File: src/rtl/spl_pkg.sv
package spl_pkg;

   typedef enum logic [1:0] {
      OP_LOAD  = 2'b00,
      OP_MSB   = 2'b01,
      OP_DELTA = 2'b10,
      OP_ZERO  = 2'b11
   } spl_op_e;

   // register map (the filter core decodes these addresses)
   localparam int IDX_REPEAT  = 0;
   localparam int IDX_PITCH   = 1;
   localparam int IDX_AMPL    = 2;
   localparam int IDX_COEF0   = 3;
   localparam int NUM_STAGES  = 6;
   localparam int IDX_PSTEP   = IDX_COEF0 + 2 * NUM_STAGES;
   localparam int IDX_ASTEP   = IDX_PSTEP + 1;
   localparam int NUM_ENTRIES = IDX_ASTEP + 1;

endpackage

File: src/rtl/spl_deser.sv
// Serial field capture: latches a descriptor, shifts bits in LSB first so the
// field ends up aligned to the top of the capture register, and raises a write
// request on the edge that takes the last bit.
module spl_deser
   import spl_pkg::*;
#(
   parameter int DATA_W = 8,
   parameter int ADDR_W = 5,
   parameter int LEN_W  = 3
) (
   input  logic                clk,
   input  logic                rst_n,
   input  logic                seg_start,
   input  logic [1:0]          seg_op,
   input  logic [LEN_W-1:0]    seg_len_m1,
   input  logic                seg_nosign,
   input  logic [ADDR_W-1:0]   seg_dest,
   input  logic                sbit_valid,
   input  logic                sbit,
   output logic                busy,
   output logic                wr_done,
   output logic                wr_en,
   output spl_op_e             wr_op,
   output logic [ADDR_W-1:0]   wr_dest,
   output logic [DATA_W-1:0]   wr_field,
   output logic [LEN_W:0]      wr_len,
   output logic                wr_nosign
);

   if (DATA_W < 2) begin : g_bad_data_w
      $error("spl_deser: DATA_W must be at least 2");
   end
   if ((1 << LEN_W) != DATA_W) begin : g_bad_len_w
      $error("spl_deser: LEN_W must encode DATA_W widths exactly");
   end

   logic                busy_q;
   logic                done_q;
   logic [LEN_W:0]      left_q;
   logic [DATA_W-1:0]   acc_q;
   spl_op_e             op_q;
   logic [LEN_W:0]      len_q;
   logic                ns_q;
   logic [ADDR_W-1:0]   dst_q;

   logic [DATA_W-1:0]   acc_nx;
   logic                take_bit;
   logic                last_bit;
   logic                zero_now;
   logic                arm;
   spl_op_e             op_in;
   logic [LEN_W:0]      len_in;

   always_comb begin
      op_in    = spl_op_e'(seg_op);
      len_in   = {1'b0, seg_len_m1} + (LEN_W+1)'(1);
      acc_nx   = {sbit, acc_q[DATA_W-1:1]};
      take_bit = busy_q && sbit_valid;
      last_bit = take_bit && (left_q == (LEN_W+1)'(1));
      zero_now = !busy_q && seg_start && (op_in == OP_ZERO);
      arm      = !busy_q && seg_start && (op_in != OP_ZERO);
   end

   always_ff @(posedge clk or negedge rst_n) begin
      if (!rst_n) begin
         busy_q <= 1'b0;
         done_q <= 1'b0;
         left_q <= '0;
         acc_q  <= '0;
         op_q   <= OP_LOAD;
         len_q  <= '0;
         ns_q   <= 1'b0;
         dst_q  <= '0;
      end else begin
         done_q <= last_bit || zero_now;
         if (arm) begin
            busy_q <= 1'b1;
            left_q <= len_in;
            acc_q  <= '0;
            op_q   <= op_in;
            len_q  <= len_in;
            ns_q   <= seg_nosign;
            dst_q  <= seg_dest;
         end else if (take_bit) begin
            acc_q  <= acc_nx;
            left_q <= left_q - (LEN_W+1)'(1);
            if (last_bit) begin
               busy_q <= 1'b0;
            end
         end
      end
   end

   always_comb begin
      busy      = busy_q;
      wr_done   = done_q;
      wr_en     = last_bit || zero_now;
      wr_op     = zero_now ? OP_ZERO  : op_q;
      wr_dest   = zero_now ? seg_dest : dst_q;
      wr_field  = zero_now ? '0       : acc_nx;
      wr_len    = len_q;
      wr_nosign = ns_q;
   end

endmodule

File: src/rtl/spl_align.sv
// Turns a top-aligned field into a value and a mask that fit one register
// entry of width CELL_W, inserting the implicit sign bit when requested.
module spl_align #(
   parameter int DATA_W = 8,
   parameter int CELL_W = 8,
   parameter int LEN_W  = 3
) (
   input  logic [DATA_W-1:0] field,
   input  logic [LEN_W:0]    len,
   input  logic              nosign,
   output logic [CELL_W-1:0] val,
   output logic [CELL_W-1:0] mask
);

   if (CELL_W > DATA_W || CELL_W < 1) begin : g_bad_cell_w
      $error("spl_align: CELL_W must lie in 1..DATA_W");
   end

   localparam int DROP = DATA_W - CELL_W;

   logic              widen;
   logic [LEN_W:0]    eff_len;
   logic [DATA_W-1:0] eff_field;
   logic [DATA_W-1:0] top_mask;

   always_comb begin
      widen     = nosign && (len < (LEN_W+1)'(DATA_W));
      eff_len   = len + {{LEN_W{1'b0}}, widen};
      eff_field = widen ? (field >> 1) : field;
      top_mask  = ~({DATA_W{1'b1}} >> eff_len);
   end

   if (DROP == 0) begin : g_full
      always_comb begin
         val  = eff_field;
         mask = top_mask;
      end
   end else begin : g_narrow
      always_comb begin
         val  = CELL_W'(eff_field >> DROP);
         mask = CELL_W'(top_mask  >> DROP);
      end
   end

endmodule

File: src/rtl/spl_cell.sv
// One parameter register with the four update operations.
module spl_cell
   import spl_pkg::*;
#(
   parameter int CELL_W = 8
) (
   input  logic              clk,
   input  logic              rst_n,
   input  logic              we,
   input  spl_op_e           op,
   input  logic [CELL_W-1:0] val,
   input  logic [CELL_W-1:0] mask,
   output logic [CELL_W-1:0] q
);

   logic [CELL_W-1:0] q_r;
   logic [CELL_W-1:0] nxt;

   always_comb begin
      unique case (op)
         OP_LOAD:  nxt = val;
         OP_MSB:   nxt = (val & mask) | (q_r & ~mask);
         OP_DELTA: nxt = q_r + val;
         default:  nxt = '0;
      endcase
   end

   always_ff @(posedge clk or negedge rst_n) begin
      if (!rst_n) begin
         q_r <= '0;
      end else if (we) begin
         q_r <= nxt;
      end
   end

   assign q = q_r;

endmodule

File: src/rtl/speech_param_loader.sv
module speech_param_loader
   import spl_pkg::*;
#(
   parameter  int NUM_REGS = NUM_ENTRIES,
   parameter  int DATA_W   = 8,
   parameter  int REP_W    = 6,
   parameter  int REP_IDX  = IDX_REPEAT,
   localparam int ADDR_W   = $clog2(NUM_REGS),
   localparam int LEN_W    = $clog2(DATA_W)
) (
   input  logic              clk,
   input  logic              rst_n,
   input  logic              seg_start,
   input  logic [1:0]        seg_op,
   input  logic [LEN_W-1:0]  seg_len_m1,
   input  logic              seg_nosign,
   input  logic [ADDR_W-1:0] seg_dest,
   input  logic              sbit_valid,
   input  logic              sbit,
   output logic              busy,
   output logic              wr_done,
   input  logic [ADDR_W-1:0] rd_sel,
   output logic [DATA_W-1:0] rd_data
);

   if (NUM_REGS < 2) begin : g_bad_num
      $error("speech_param_loader: NUM_REGS must be at least 2");
   end
   if (REP_W < 1 || REP_W > DATA_W) begin : g_bad_rep_w
      $error("speech_param_loader: REP_W must lie in 1..DATA_W");
   end
   if (REP_IDX < 0 || REP_IDX >= NUM_REGS) begin : g_bad_rep_idx
      $error("speech_param_loader: REP_IDX out of range");
   end

   logic                wr_en;
   spl_op_e             wr_op;
   logic [ADDR_W-1:0]   wr_dest;
   logic [DATA_W-1:0]   wr_field;
   logic [LEN_W:0]      wr_len;
   logic                wr_nosign;
   logic [DATA_W-1:0]   q_all [NUM_REGS];

   spl_deser #(
      .DATA_W (DATA_W),
      .ADDR_W (ADDR_W),
      .LEN_W  (LEN_W)
   ) u_deser (
      .clk        (clk),
      .rst_n      (rst_n),
      .seg_start  (seg_start),
      .seg_op     (seg_op),
      .seg_len_m1 (seg_len_m1),
      .seg_nosign (seg_nosign),
      .seg_dest   (seg_dest),
      .sbit_valid (sbit_valid),
      .sbit       (sbit),
      .busy       (busy),
      .wr_done    (wr_done),
      .wr_en      (wr_en),
      .wr_op      (wr_op),
      .wr_dest    (wr_dest),
      .wr_field   (wr_field),
      .wr_len     (wr_len),
      .wr_nosign  (wr_nosign)
   );

   for (genvar i = 0; i < NUM_REGS; i++) begin : g_entry
      localparam int CW = (i == REP_IDX) ? REP_W : DATA_W;

      logic [CW-1:0] a_val;
      logic [CW-1:0] a_mask;
      logic [CW-1:0] c_q;
      logic          c_we;

      assign c_we = wr_en && (wr_dest == ADDR_W'(i));

      spl_align #(
         .DATA_W (DATA_W),
         .CELL_W (CW),
         .LEN_W  (LEN_W)
      ) u_align (
         .field  (wr_field),
         .len    (wr_len),
         .nosign (wr_nosign),
         .val    (a_val),
         .mask   (a_mask)
      );

      spl_cell #(
         .CELL_W (CW)
      ) u_cell (
         .clk   (clk),
         .rst_n (rst_n),
         .we    (c_we),
         .op    (wr_op),
         .val   (a_val),
         .mask  (a_mask),
         .q     (c_q)
      );

      if (CW == DATA_W) begin : g_wide
         assign q_all[i] = c_q;
      end else begin : g_ext
         assign q_all[i] = {{(DATA_W-CW){1'b0}}, c_q};
      end
   end

   always_comb begin
      rd_data = '0;
      for (int k = 0; k < NUM_REGS; k++) begin
         if (rd_sel == ADDR_W'(k)) begin
            rd_data = q_all[k];
         end
      end
   end

endmodule

File: config.mk
export PLATFORM = sky130hd
export DESIGN_NAME = speech_param_loader
export DESIGN_NICKNAME = d
export VERILOG_FILES = /design/src/rtl/spl_pkg.sv /design/src/rtl/spl_deser.sv /design/src/rtl/spl_align.sv /design/src/rtl/spl_cell.sv /design/src/rtl/speech_param_loader.sv
export SDC_FILE = /design/constraint.sdc
export NUM_CORES = 1
export LEC_CHECK = 0
export ABC_CLOCK_PERIOD_IN_PS = 8500
export BUFFER_PORTS_ARGS = -buffer_cell sky130_fd_sc_hd__clkbuf_2
export CAP_MARGIN = 20
export CORE_MARGIN = 2
export CORE_UTILIZATION = 54
export CTS_BUF_LIST = sky130_fd_sc_hd__clkbuf_4 sky130_fd_sc_hd__clkbuf_8
export DETAILED_ROUTE_END_ITERATION = 8
export GPL_TIMING_DRIVEN = 1
export PLACE_DENSITY = 0.71
export SYNTH_ARGS = -nofsm -noshare
export SYNTH_HDL_FRONTEND = slang
export SYNTH_SLANG_ARGS = --single-unit
File: constraint.sdc
create_clock -name clk -period 8.5 [get_ports clk]
set_clock_uncertainty 0.05 [all_clocks]
set_input_delay 1.275 -clock clk [delete_from_list [all_inputs] [get_ports clk]]
set_output_delay 1.275 -clock clk [all_outputs]
set_load 0.1 [all_outputs]
==> results of run 1 <==
==> cell type report <==
| class | count | share of cell area [%] |
|---|---|---|
| clock buffers | 18 | 1.60 |
| clock inverters | 14 | 1.23 |
| multi-input cells | 1442 | 64.4 |
| flip-flops and latches | 159 | 25.6 |
| diodes | 3 | 0.0484 |
| repair buffers | 61 | 2.78 |
| well taps | 341 | 2.75 |
| inverters | 63 | 1.52 |
==> through the flow <==
step                instances  worst slack (ns)
global placement         2060              2.61
CTS                      2093              2.52
finish                   2101              2.42
global route             2098              2.31
floorplan                1761              2.71
detailed placement       2061              2.51
==> routing by layer <==
metal / vias up / GRT usage, % / share of wire, %
li1: 6511 / - / -
met1: 7159 / 52.2 / 41
met2: 815 / 58.7 / 44
met3: 140 / 8.04 / 10
met4: 0 / 17.2 / 3.9
met5: - / 0 / 0
==> sequential cells by signal (all words and copies together), names as in the netlist <==
signal,flops
u_deser.wr_len,4
g_entry.u_cell.q,134
u_deser.dst_q,5
u_deser.wr_done,1
u_deser.op_q,2
u_deser.acc_q,7
u_deser.left_q,4
u_deser.wr_nosign,1
u_deser.busy,1
==> worst min-delay path: cells and delay by family, from the launching register on <==
| family | cells | cell delay [ns] |
|---|---|---|
| flip-flops | 1 | 0.37 |
| AND/OR/NAND/NOR | 2 | 0.11 |
==> cell usage in the layout, fill, tap and decap left out, types with 9 or more instances in the layout <==
master	count
clkbuf_8	18
xor2_1	56
a31oi_1	29
ha_1	122
nor2b_1	10
o32a_1	19
a2bb2oi_1	16
o21ai_1	13
nand2_1	90
nor3_1	55
nand3_1	30
clkbuf_2	29
a21o_1	15
o22a_1	11
a21oi_1	154
nand2b_1	67
o21a_1	38
o221ai_1	37
o211ai_1	23
or3_1	17
o21bai_1	23
o22ai_1	10
a211oi_1	35
xnor2_1	44
and2_1	9
inv_1	62
dfrtp_1	159
buf_4	27
fa_1	17
nor2_1	194
a22oi_1	20
o21ai_0	136
mux2i_1	25
==> worst max path at each step <==
stage          slack [ns]      start    endpoint  cells after the start
5_1_grt              2.31  rd_sel[0]  rd_data[0]                      9
3_5_place_dp         2.51  rd_sel[0]  rd_data[0]                      9
6_report             2.42  rd_sel[0]  rd_data[0]                      9
2_1_floorplan        2.71  rd_sel[0]  rd_data[4]                      8
4_1_cts              2.52  rd_sel[0]  rd_data[0]                      9
3_3_place_gp         2.61  rd_sel[0]  rd_data[0]                      9
==> cells by family (layout without fill, tap and decap cells) <==
kind of cell | count (synthesis) | after routing | share of synthesized area, %
compound gates | 644 | 644 | 29.3
buf+inv | 160 | 156 | 4.85
other cells | 0 | 3 | 0
mux | 31 | 31 | 2.32
fa+ha+maj | 139 | 139 | 12.7
xor+xnor | 101 | 101 | 6.09
simple gates | 527 | 527 | 17.5
flops | 159 | 159 | 27.2
==> power groups by stage <==
stage                     clock network (mW)  registers, mW  logic [mW]
final                                  0.671           1.28        3.79
after global routing                   0.697           1.30        4.07
after CTS                              0.674           1.26        3.64
after detailed placement                   0           1.28        3.62
after global placement                     0           1.28        3.50
after floorplan                            0           1.16        2.58
==> summary.txt, run 1 <==
Finish
  – Filler cells: 2456
  – Fin util: 57.9%
  – Storage element area: 3980 um2
  – Fin nets: 1904
  – Final instance area: 15500 um2
  – Share of cells above drive strength 1: 8.42%
  – Multi-input logic area: 10000 um2
  – Layout area overhead: 5.96%

Clock network
  – CTS buffer count: 17
  – H-tree depth: 4
  – Cts repair resizes: 0
  – Clk root buf: clkbuf_8
  – Max clock buf depth: 2
  – Cts hold-fix bufs: 0
  – CTS sink cnt: 159
  – Setup bufs post-CTS: 0
  – Clk_lat worst skew: 0.51 ns
  – Clk slew on worst S/H paths: 0.10 ns
  – CTS tree: yes

Outcome
  – Status: completed

Job
  – Max cap viols: 0

Logic synthesis
  – Yosys reg bits: 159
  – Cells after synthesis: 1761
  – Post-Synthesis Cell Area: 14600 um2
  – EDFF count, synth: 0
  – Post-synthesis sequential area ratio: 27.2%
  – Synth warn: 0
  – Async set-or-reset flop fraction in the synthesized netlist: 100%
  – Leading area contributor after synthesis: dfrtp_1
  – Top-count cell post-synth: nor2_1
  – Netlist cell types: 89
  – Synth top area share: 27.2%
  – Syn_nets: 1921
  – Main flop type after synthesis: dfrtp_1
  – Top cells by count, synth: 200 x nor2_1, 159 x dfrtp_1, 154 x a21oi_1
  – Synth area leaders: dfrtp_1 27%, ha_1 10%, a21oi_1 5.3%
  – Avg Inst Size Synth: 8.31 um2

Floorplan
  – Die area: 28400 um2
  – Die H: 169 um
  – Core area: 26800 um2
  – Die width: 169 um
  – Row count: 60
  – Initial Util: 54.6%
  – IO Pins: 31

Pwr
  – Psw: 3.18 mW
  – Combinational share of power: 66.1%
  – Clock network fraction of total power: 11.7%
  – Pwr per Cell Area: 370 nW/um2
  – VDD IR max: 314 uV
  – Sw Share: 55.5%
  – Power share of the sequential group: 22.2%
  – Tot Pwr: 5.74 mW
  – Pint: 2.56 mW
  – Leak Pwr: 6.68 nW

Global routing
  – Initial antenna violation count: 1
  – Largest net degree at the start of global routing: 96
  – Vias in the first global route: 13.6k
  – GRT Util Overall: 38.3%
  – First-pass GRT wire length: 82200 um
  – Total gr overflow: 0

STA
  – Final-report max-slew violation count: 0
  – Setup TNS Final: 0 ns
  – Setup-failing EPs final: 0
  – Final worst path period need: 6.08 ns
  – Worst slew pin tran: 1.27 ns
  – Final hold slack: 0.449 ns
  – RSZ-0062 raised after global routing: false
  – Crit share post-route: 71.6%
  – Max-slew headroom: 15.3%
  – Max Fclk: 164 MHz
  – Hold Vio Cnt, Final: 0

Min path
  – WHS Path Cells: 2
  – Hold path startpoint: u_deser.wr_nosign
  – Worst Hold Class: register to register
  – Hold endpoint: u_deser.wr_nosign

Worst setup path
  – Crit Reg-Reg Endpoint: g_entry[9].u_cell.q[2]
  – Startpoint types: input port
  – Critical path's most frequent cell: clkbuf_2
  – CP peak stage delay: 0.75 ns
  – Critical path type: input port to primary output
  – CP Max Fanout: 30
  – Worst path arrival time: 4.76 ns
  – R2R Setup Slk: 3.88 ns
  – Worst path required time: 7.17 ns
  – Register-to-Register Path Depth: 11
  – Delay-heaviest family, CP: buffers and inverters
  – Buffers & Inverters on Critical Path: 3
  – Worst r2r src: u_deser.wr_len[3]
  – Critical Path, Cell by Cell: clkbuf_2 > buf_4 > nor2b_1 > a2bb2oi_1 > a2111oi_0 > o22ai_1 > o21a_1 > o21ai_1 > clkbuf_2
  – CP Capture Type: primary output
  – Critical-path top delay cell: nor2b_1

Drt
  – Post-DR vias/cell: 6.96
  – DRT iter0 DRCs: 1818
  – DR DRC count: 0
  – Final ANT Viol Nets: 0
  – Via count: 14.6k
  – Pre-antenna DRT Iters: 5
  – Routed wire length: 54000 um
  – Drt wl/cell: 25.7 um

Placement
  – Detailed-placement wirelength estimate: 36900 um
  – GPL Wtd Cong: 0.991
  – Buffers on Ports: 30
  – Area after DPL: 15000 um2
No activity file was read; power rests on OpenSTA's default activity.
==> inputs of run 2 (changes only) <==
--- a/config.mk
+++ b/config.mk
@@ -5,7 +5,7 @@
 export SDC_FILE = /design/constraint.sdc
 export NUM_CORES = 1
 export LEC_CHECK = 0
-export ABC_CLOCK_PERIOD_IN_PS = 8500
+export ABC_CLOCK_PERIOD_IN_PS = 5330
 export BUFFER_PORTS_ARGS = -buffer_cell sky130_fd_sc_hd__clkbuf_2
 export CAP_MARGIN = 20
 export CORE_MARGIN = 2
@@ -13,7 +13,7 @@
 export CTS_BUF_LIST = sky130_fd_sc_hd__clkbuf_4 sky130_fd_sc_hd__clkbuf_8
 export DETAILED_ROUTE_END_ITERATION = 8
 export GPL_TIMING_DRIVEN = 1
-export PLACE_DENSITY = 0.71
+export PLACE_DENSITY = 0.74
 export SYNTH_ARGS = -nofsm -noshare
 export SYNTH_HDL_FRONTEND = slang
 export SYNTH_SLANG_ARGS = --single-unit
==> constraint.sdc (replaced) <==
create_clock -name clk -period 5.33 [get_ports clk]
set_clock_uncertainty 0.05 [all_clocks]
set_input_delay 0.7995 -clock clk [delete_from_list [all_inputs] [get_ports clk]]
set_output_delay 0.7995 -clock clk [all_outputs]
set_load 0.1 [all_outputs]
==> summary.txt, run 2 (synthesized netlist as in run 1, its figures left out) <==
Placement
  – Detailed-placement wirelength estimate: 37100 um
  – Buffers on Ports: 30
  – Pre-CTS WS: 1.20 ns
  – GPL Wtd Cong: 1.06
  – DP Cell Count: 2069

Drt
  – Routed wire length: 53800 um
  – Post-DR vias/cell: 6.98
  – Pre-antenna DRT Iters: 8
  – DRT iter0 DRCs: 1834
  – Via count: 14.7k
  – Final ANT Viol Nets: 0
  – Drt wl/cell: 25.6 um
  – DR DRC count: 0

Global routing
  – Vias in the first global route: 14.2k
  – First-pass GRT wire length: 82500 um
  – GRT Util Overall: 38.2%
  – Total gr overflow: 0
  – Initial antenna violation count: 1
  – Largest net degree at the start of global routing: 84

Finish
  – Filler cells: 2407
  – Max reg flops: 134
  – Layout area overhead: 5.96%
  – ANT cells: 0
  – Fin nets: 1909
  – Post-route insts no fill: 2103
  – Most frequent cells in the layout: 193 x nor2_1, 159 x dfrtp_1, 154 x a21oi_1
  – Share of cells above drive strength 1: 8.74%
  – Commonest non-fill, non-tap cell in the layout: nor2_1

STA
  – Final WS setup: 1.08 ns
  – Max-slew headroom: 16.9%
  – Worst slew pin tran: 1.25 ns
  – Setup TNS Final: 0 ns
  – Crit share post-route: 79.8%
  – Final worst path period need: 4.25 ns
  – Setup-failing EPs final: 0
  – Final-report max-slew violation count: 0
  – Hold Vio Cnt, Final: 0
  – Final hold slack: 0.304 ns
  – Max Fclk: 235 MHz
  – RSZ-0062 raised after global routing: false

Worst setup path
  – Critical-path top delay cell: nor2_2
  – R2R Setup Slk: 1.08 ns
  – Delay-heaviest family, CP: simple AND/OR/NAND/NOR gates
  – Critical Path, Cell by Cell: nand2b_1 > mux2i_1 > nor2_2 > ha_1 > inv_1 > fa_1 > nand2b_1 > a21oi_1 > xor2_1 > a21oi_1 > a21oi_1 > o22a_1
  – Critical path's most frequent cell: a21oi_1
  – Critical path type: register to register
  – Worst path required time: 5.67 ns
  – Worst path arrival time: 4.59 ns
  – CP Capture Type: register
  – Buffers & Inverters on Critical Path: 1
  – CP peak stage delay: 0.91 ns
  – Startpoint types: register
  – CP Max Fanout: 17

Floorplan
  – Die area: 28400 um2
  – Core area: 26800 um2
  – IO Pins: 31
  – Die H: 169 um
  – Initial Util: 54.6%
  – Row count: 60
  – Die width: 169 um

Clock network
  – Max clock buf depth: 2
  – Setup bufs post-CTS: 0
  – Cts repair resizes: 0
  – H-tree depth: 4
  – Clk_lat worst skew: 0.49 ns
  – Cts hold-fix bufs: 0
  – CTS sink cnt: 159
  – Clk slew on worst S/H paths: 0.10 ns
  – Clk root buf: clkbuf_8
  – CTS tree: yes
  – CTS buffer count: 17

Pwr
  – Pwr per Cell Area: 585 nW/um2
  – Leak Pwr: 6.68 nW
  – VDD IR max: 517 uV
  – Tot Pwr: 9.07 mW

Outcome
  – Status: completed

Job
  – Max cap viols: 0

Min path
  – Worst Hold Class: input port to async pin
==> run 2: cell count changes in the layout (fill, tap and decap cells not counted), sizes merged <==
cell / delta
buf: +6
bufinv: -2
clkbuf: -1
clkinv: +3
clkinvlp: +1
diode: -3
inv: -2
==> run 2: worst paths after layout <==
| check | from | depth (start not counted) | endpoint |
|---|---|---|---|
| hold reg to reg | u_deser.wr_nosign | 2 | u_deser.wr_nosign |
| min in group clk | u_deser.wr_nosign | 2 | u_deser.wr_nosign |
| hold / removal | rst_n | 1 | g_entry[14].u_cell.q[5] |
| setup / recovery | u_deser.wr_len[3] | 12 | g_entry[8].u_cell.q[4] |
| max in group asynchronous | rst_n | 2 | g_entry[7].u_cell.q[6] |
| setup reg to reg | u_deser.wr_len[3] | 12 | g_entry[8].u_cell.q[4] |
==> run 2: where the power goes <==
group	leakage [nW]	switching, mW	internal, mW
clock network	0.196	0.572	0.393
registers	2.09	0.475	1.55
logic	4.39	4.05	2.03
==> run 2: area by class of cell <==
| cell class | count | area (um2) | area share (%) |
|---|---|---|---|
| multi-input combinational | 1442 | 10000 | 64.6 |
| sequential | 159 | 3980 | 25.6 |
| timing repair buffer | 66 | 457 | 2.94 |
| tap | 341 | 427 | 2.75 |
| clock buffer | 18 | 241 | 1.56 |
| inverter | 63 | 236 | 1.52 |
| clock inverter | 14 | 153 | 0.984 |
==> run 2: through the flow <==
stage	cell area (um2)	utilization, %
after floorplan	14600	-
after global placement	15100	56.3
after detailed placement	15100	56.3
after CTS	15500	57.7
after global routing	15500	57.9
final	15500	57.9
==> run 2: routing by layer <==
metal	share of wire [%]	routed length (um)	GRT usage, %	vias to the layer above
met2	42	22600	56.4	861
met4	6.7	3630	22.9	2
met5	0.024	13	0	-
met3	12	6510	10.3	236
li1	-	-	-	6471
met1	39	21100	50.1	7100
